<file path="src/rtl/txq_pkg.sv">
package txq_pkg;

    typedef enum logic [1:0] {
        PS_STOP = 2'b00,
        PS_RUN  = 2'b01,
        PS_SUSP = 2'b10
    } proc_st_e;

endpackage

</file>
<file path="src/rtl/txq_pos_track.sv">
module txq_pos_track #(
    parameter int AW         = 32,
    parameter int DESC_BYTES = 16
) (
    input  logic          clk,
    input  logic          rst_n,
    input  logic [AW-1:0] base_addr,
    input  logic          start,
    input  logic          advance,
    input  logic          wrap,
    output logic [AW-1:0] pos
);

    typedef struct packed {
        logic [AW-1:0] pos;
        logic          seeded;
    } pos_t;

    pos_t q, d;

    always_comb begin
        d = q;
        if (start && !q.seeded) begin
            d.pos    = base_addr;
            d.seeded = 1'b1;
        end else if (advance) begin
            d.pos = wrap ? base_addr : q.pos + AW'(DESC_BYTES);
        end
    end

    always_ff @(posedge clk) begin
        if (!rst_n) q <= '0;
        else        q <= d;
    end

    assign pos = q.pos;

endmodule

</file>
<file path="src/rtl/txq_inflight.sv">
module txq_inflight #(
    parameter int AW    = 32,
    parameter int DEPTH = 2,
    localparam int CW   = $clog2(DEPTH + 1),
    localparam int PW   = (DEPTH > 1) ? $clog2(DEPTH) : 1
) (
    input  logic          clk,
    input  logic          rst_n,
    input  logic          push,
    input  logic [AW-1:0] push_addr,
    input  logic          pop,
    output logic [CW-1:0] count,
    output logic          wb_valid,
    output logic [AW-1:0] wb_addr
);

    typedef struct packed {
        logic [DEPTH-1:0][AW-1:0] slot;
        logic [PW-1:0]            wp;
        logic [PW-1:0]            rp;
        logic [CW-1:0]            cnt;
        logic                     wb_v;
        logic [AW-1:0]            wb_a;
    } fifo_t;

    fifo_t q, d;
    logic  push_ok, pop_ok;

    function automatic logic [PW-1:0] bump(input logic [PW-1:0] p);
        return (p == PW'(DEPTH - 1)) ? '0 : p + PW'(1);
    endfunction

    always_comb begin
        d       = q;
        pop_ok  = pop && (q.cnt != '0);
        push_ok = push && (q.cnt != CW'(DEPTH));
        d.wb_v  = pop_ok;
        if (pop_ok) begin
            d.wb_a = q.slot[q.rp];
            d.rp   = bump(q.rp);
        end
        if (push_ok) begin
            d.slot[q.wp] = push_addr;
            d.wp         = bump(q.wp);
        end
        if (push_ok && !pop_ok)      d.cnt = q.cnt + CW'(1);
        else if (pop_ok && !push_ok) d.cnt = q.cnt - CW'(1);
    end

    always_ff @(posedge clk) begin
        if (!rst_n) q <= '0;
        else        q <= d;
    end

    assign count    = q.cnt;
    assign wb_valid = q.wb_v;
    assign wb_addr  = q.wb_a;

    AST_NO_OVERFLOW: assert property (@(posedge clk) disable iff (!rst_n)
        push |-> (q.cnt != CW'(DEPTH)));
    AST_WB_NEEDS_FRAME: assert property (@(posedge clk) disable iff (!rst_n)
        (pop && q.cnt == '0) |=> !wb_valid);

endmodule

</file>
<file path="src/rtl/txq_proc_ctl.sv">
module txq_proc_ctl
    import txq_pkg::*;
#(
    parameter int AW         = 32,
    parameter int LW         = 16,
    parameter int DESC_BYTES = 16,
    parameter int MAX_OUT    = 2
) (
    input  logic          clk,
    input  logic          rst_n,
    input  logic [AW-1:0] base_addr,
    input  logic          run_en,
    input  logic          second_frame_en,
    input  logic          poll_req,
    input  logic          unavail_clr,
    output logic          rd_req,
    output logic [AW-1:0] rd_addr,
    input  logic          rd_ack,
    input  logic          rd_own,
    input  logic          rd_eor,
    input  logic [AW-1:0] rd_buf_addr,
    input  logic [LW-1:0] rd_buf_len,
    output logic          mv_start,
    output logic [AW-1:0] mv_addr,
    output logic [LW-1:0] mv_len,
    input  logic          mv_done,
    output logic          wb_valid,
    output logic [AW-1:0] wb_addr,
    output logic [1:0]    proc_state,
    output logic          buf_unavail
);

    localparam int CW = $clog2(MAX_OUT + 1);

    typedef struct packed {
        proc_st_e      st;
        logic          stopping;
        logic          fetching;
        logic          unavail;
        logic          mv_start;
        logic [AW-1:0] mv_addr;
        logic [LW-1:0] mv_len;
    } ctl_t;

    ctl_t          q, d;
    logic [CW-1:0] in_cnt;
    logic [CW-1:0] lim;
    logic [AW-1:0] pos;
    logic          push, start_ev, adv, wrap, ack, halt;

    generate
        if (MAX_OUT > 1) begin : g_two_frame
            assign lim = second_frame_en ? CW'(MAX_OUT) : CW'(1);
        end else begin : g_one_frame
            assign lim = CW'(1);
        end
    endgenerate

    always_comb begin
        d          = q;
        d.mv_start = 1'b0;
        push       = 1'b0;
        start_ev   = 1'b0;
        adv        = 1'b0;
        wrap       = 1'b0;
        ack        = q.fetching && rd_ack;
        halt       = q.stopping || !run_en;
        if (ack)         d.fetching = 1'b0;
        if (unavail_clr) d.unavail  = 1'b0;
        unique case (q.st)
            PS_STOP: begin
                if (run_en) begin
                    d.st       = PS_RUN;
                    d.fetching = 1'b1;
                    start_ev   = 1'b1;
                end
            end
            default: begin
                if (!run_en) d.stopping = 1'b1;
                if (ack && !halt) begin
                    if (rd_own) begin
                        d.st       = PS_RUN;
                        push       = 1'b1;
                        adv        = 1'b1;
                        wrap       = rd_eor;
                        d.mv_start = 1'b1;
                        d.mv_addr  = rd_buf_addr;
                        d.mv_len   = rd_buf_len;
                    end else begin
                        d.st      = PS_SUSP;
                        d.unavail = 1'b1;
                    end
                end
                if (!halt && !q.fetching) begin
                    if (q.st == PS_RUN && in_cnt < lim)  d.fetching = 1'b1;
                    if (q.st == PS_SUSP && poll_req)     d.fetching = 1'b1;
                end
                if (q.stopping && !q.fetching && in_cnt == '0) begin
                    d.st       = PS_STOP;
                    d.stopping = 1'b0;
                end
            end
        endcase
    end

    always_ff @(posedge clk) begin
        if (!rst_n) begin
            q    <= '0;
            q.st <= PS_STOP;
        end else begin
            q <= d;
        end
    end

    txq_pos_track #(.AW(AW), .DESC_BYTES(DESC_BYTES)) u_pos (
        .clk      (clk),
        .rst_n    (rst_n),
        .base_addr(base_addr),
        .start    (start_ev),
        .advance  (adv),
        .wrap     (wrap),
        .pos      (pos)
    );

    txq_inflight #(.AW(AW), .DEPTH(MAX_OUT)) u_inflight (
        .clk      (clk),
        .rst_n    (rst_n),
        .push     (push),
        .push_addr(pos),
        .pop      (mv_done),
        .count    (in_cnt),
        .wb_valid (wb_valid),
        .wb_addr  (wb_addr)
    );

    assign rd_req      = q.fetching;
    assign rd_addr     = pos;
    assign mv_start    = q.mv_start;
    assign mv_addr     = q.mv_addr;
    assign mv_len      = q.mv_len;
    assign proc_state  = q.st;
    assign buf_unavail = q.unavail;

    AST_START_FROM_STOP: assert property (@(posedge clk) disable iff (!rst_n)
        (q.st == PS_RUN && $past(q.st) == PS_STOP) |-> $past(run_en));
    AST_REQ_HOLD: assert property (@(posedge clk) disable iff (!rst_n)
        (rd_req && !rd_ack) |=> (rd_req && $stable(rd_addr)));
    AST_SUSP_FLAG: assert property (@(posedge clk) disable iff (!rst_n)
        (q.st == PS_SUSP && $past(q.st) == PS_RUN) |-> buf_unavail);
    AST_STOP_DRAINED: assert property (@(posedge clk) disable iff (!rst_n)
        (q.st == PS_STOP && $past(q.st) != PS_STOP)
            |-> ($past(in_cnt) == '0 && !$past(rd_req)));
    AST_QUIET_STOPPED: assert property (@(posedge clk) disable iff (!rst_n)
        (q.st == PS_STOP) |-> (!rd_req && !mv_start));

endmodule

</file>
<file path="config.mk">
export PLATFORM = sky130hd
export DESIGN_NAME = txq_proc_ctl
export DESIGN_NICKNAME = d
export VERILOG_FILES = /design/src/rtl/txq_pkg.sv /design/src/rtl/txq_pos_track.sv /design/src/rtl/txq_inflight.sv /design/src/rtl/txq_proc_ctl.sv
export SDC_FILE = /design/constraint.sdc
export NUM_CORES = 1
export LEC_CHECK = 0
export BUFFER_PORTS_ARGS = -buffer_cell sky130_fd_sc_hd__buf_2
export CORE_MARGIN = 10
export CORE_UTILIZATION = 40
export CTS_CLUSTER_SIZE = 10
export DETAILED_ROUTE_END_ITERATION = 16
export GPL_ROUTABILITY_DRIVEN = 0
export GPL_TIMING_DRIVEN = 0
export PLACE_DENSITY = 0.72
export SYNTH_ARGS = -nofsm -noshare
export SYNTH_HDL_FRONTEND = slang
export SYNTH_HIERARCHICAL = 1
export SYNTH_SLANG_ARGS = --single-unit
</file>
<file path="constraint.sdc">
create_clock -name clk -period 2.2 [get_ports clk]
set_input_delay 0.44 -clock clk [delete_from_list [all_inputs] [get_ports clk]]
set_output_delay 0.44 -clock clk [all_outputs]
set_load 0.01 [all_outputs]
</file>
==> results.cfg <==
[sta]
maxSlewViolCount = 0
tns_ns = 0
setup_viol = 0
worstMarginPinSlew_ns = 0.632
timing.fmax_mhz = 475
whs_ns = 0.234
fin_crit_sh = 0.956
final-hold-violation-count = 0
slew-limit-headroom = 0.577
period_needed_ns = 2.10
finClkSkew_ns = 0.0152

[cells_and_area]
drive_gt1_frac = 0.358
syn_to_final_growth_pct = 24.1
final_nets = 1344
fin_util = 0.501
fillerInstances = 2231

[routing]
totalWireLength_um = 26500
vias = 7757
drtIter0Drc = 430
vias_per_cell = 4.89
postRouteAntennaNets = 0
drc = 0
dr.pass1.iters = 5
wl_per_cell_um = 16.7

[logic_synthesis]
ys_types = 80
synthXorXnorAreaFrac = 0.00746
synth_simple_gate_area_frac = 0.174
synth-compound-area-share = 0.103
synth_nets = 1104
synth.area.top_cells = dfxtp_1 (40%), mux2i_1 (16%), nand2_1 (9.8%)
postSynthAreaPerCell_sq_um = 9.29
synth-edff-count = 0
syn_area_sq_um = 9400
syn_inst = 1011
yosys_register_bits = 188
ys.flop_type = dfxtp_1
synth_top_area_cell = dfxtp_1
synth-seq-area-share = 0.401
synth_top_area_frac = 0.401
synth_top_family_by_area = simple AND/OR/NAND/NOR gates
yosysWarnings = 6
synth-adder-area-share = 0.00400
synthArstFlopShare = 0
synthMuxAreaShare = 0.159

[critical_path]
crit_fanout = 5
critPathKind = reg -> reg
worstPathArrival_ns = 2.48
critical_path_required_ns = 2.57
crit_path_end_kind = flip-flop
cp-start-kind = flip-flop

[clock_network]
insertion_delay_ns = 0.45
clock-sinks = 188
cts-root-buf = clkbuf_16
cts-htree-levels = 4
numCtsBuffers = 17
cts_tree = built
cts.clk_slew.worst_paths_ns = 0.08
ctsLongestPathBuffers = 2

[global_routing]
grt_max_degree = 22
top_usage_layer = met2
grt_pass1_wl_um = 42300
use_met1 = 0.201
grt_use_met2 = 0.282
grt_pass1_vias = 7920
grt_antenna_before_repair = 5
grt.total_usage = 0.172
overflow = 0
use_met3 = 0.0647

[pwr]
ir_worst_vdd_uv = 499
finalPower_mw = 8.44
power_density_nw_per_um2 = 724
leakage_nw = 5.57

[placement]
dpl.hpwl_um = 20200
portBuffers = 207

[floorplanning]
io_pins = 208
initial_core_util = 0.404
die_y_um = 173
rows = 56
core_area_sq_um = 23300
die_width_um = 173
dieArea_sq_um = 30000

[run]
maxCapViolations = 0

[worst_hold_path]
holdCritPathClass = in -> reg

[outcome]
outcome = finished clean
-- final cells by class --
cell class / count / area, sq um / area share
antenna: 3 / 7.51 / 0.000644
buffer: 179 / 1410 / 0.121
clock buffer: 17 / 425 / 0.0365
clock inverter: 15 / 190 / 0.0163
inverter: 12 / 45.0 / 0.00386
multi-input combinational: 632 / 4270 / 0.366
sequential: 188 / 3770 / 0.324
tap: 319 / 399 / 0.0342
timing repair buffer: 221 / 1140 / 0.0977
-- where the power goes --
group          switching (mW)  total [mW]  internal, mW
logic                   0.758        1.50         0.744
registers               0.153        3.75          3.59
clock network            1.63        3.19          1.56
total                    2.54        8.44          5.90
-- synthesized netlist by cell type, types with 4 or more instances --
library cell and n:
nand2_1 246, dfxtp_1 188, mux2i_1 147, buf_4 121
o211a_1 33, clkbuf_1 25, a21oi_1 21, nor2_1 19
o21ai_0 16, inv_1 12, nand3_1 11, nor3_1 11
buf_2 10, nand4_1 10, a22oi_1 8, buf_12 8
and2_1 7, buf_6 6, o22ai_1 5, xor2_1 5
a211oi_1 4, nor2b_1 4, o21ai_1 4, o221a_2 4
-- state kept, by name, indices dropped and copies added (netlist names) --
| register | count |
|---|---|
| mv_len | 16 |
| buf_unavail | 1 |
| u_pos/pos | 32 |
| mv_start | 1 |
| q | 1 |
| mv_addr | 32 |
| proc_state | 2 |
| u_inflight/q | 66 |
| u_inflight/wb_addr | 32 |
| rd_req | 1 |
| u_inflight/count | 2 |
| u_inflight/wb_valid | 1 |
| u_pos/q | 1 |
-- logic make-up after synthesis --
group,count (synthesis)
AO/OA/AOI/OAI,126
XOR/XNOR,8
adder cells (fa/ha/maj),3
buffers and inverters,191
flip-flops,188
multiplexers,149
AND/OR/NAND/NOR,346
-- critical path, cell delays in order (launching register included) --
cell	delay [ns]
dfxtp_2	0.32
nand4b_4	0.18
nor3b_2	0.22
buf_6	0.13
buf_12	0.10
buf_4	0.13
and2b_2	0.17
and2_4	0.19
buf_4	0.12
nor2_1	0.03
or3_1	0.30
a21oi_1	0.14
-- final timing paths --
check / from / endpoint / slack [ns] / depth (start not counted)
min: rd_buf_addr[28] / mv_addr[28] / 0.23 / 3
max: q[51] / u_pos/pos[4] / 0.1 / 11
max reg2reg: q[51] / u_pos/pos[4] / 0.1 / 11
min reg2reg: u_pos/pos[3] / u_pos/pos[3] / 0.45 / 2
-- per-layer routing --
layer | part of all wire | vias up | routed length [um]
met3 | 0.089 | 39 | 2350
li1 | - | 3845 | -
met5 | 0.0012 | - | 33
met1 | 0.42 | 3625 | 11000
met4 | 0.022 | 4 | 585
met2 | 0.47 | 244 | 12500
-- cell usage in the layout (no fill, tap or decap), drive strengths merged, types with 6 or more instances in the layout --
cell	instances
and2	9
a22oi	8
dfxtp	188
buf	371
nor4	6
nand2	247
o211a	33
mux2i	147
a21oi	21
clkbuf	41
nand4	13
nand3	11
inv	21
o21ai	20
nor2	20
nor3	11
-- through the flow --
step	instance area (sq um)	worst slack [ns]	cells
6_report	11700	0.0958	1586
3_3_place_gp	10800	-0.606	1537
2_1_floorplan	9410	0.00326	1011
5_1_grt	11600	-0.0149	1583
3_5_place_dp	10800	-0.630	1537
4_1_cts	11500	0.0177	1574
-- what timing repair did --
action,in CTS,in global routing
setup buffers,5,8
gates resized for setup,14,22
pin swaps,1,2
hold buffers,0,0
setup endpoints to repair,33,25
gates cloned,0,1
Note: power is estimated with default switching activity, not from simulation.
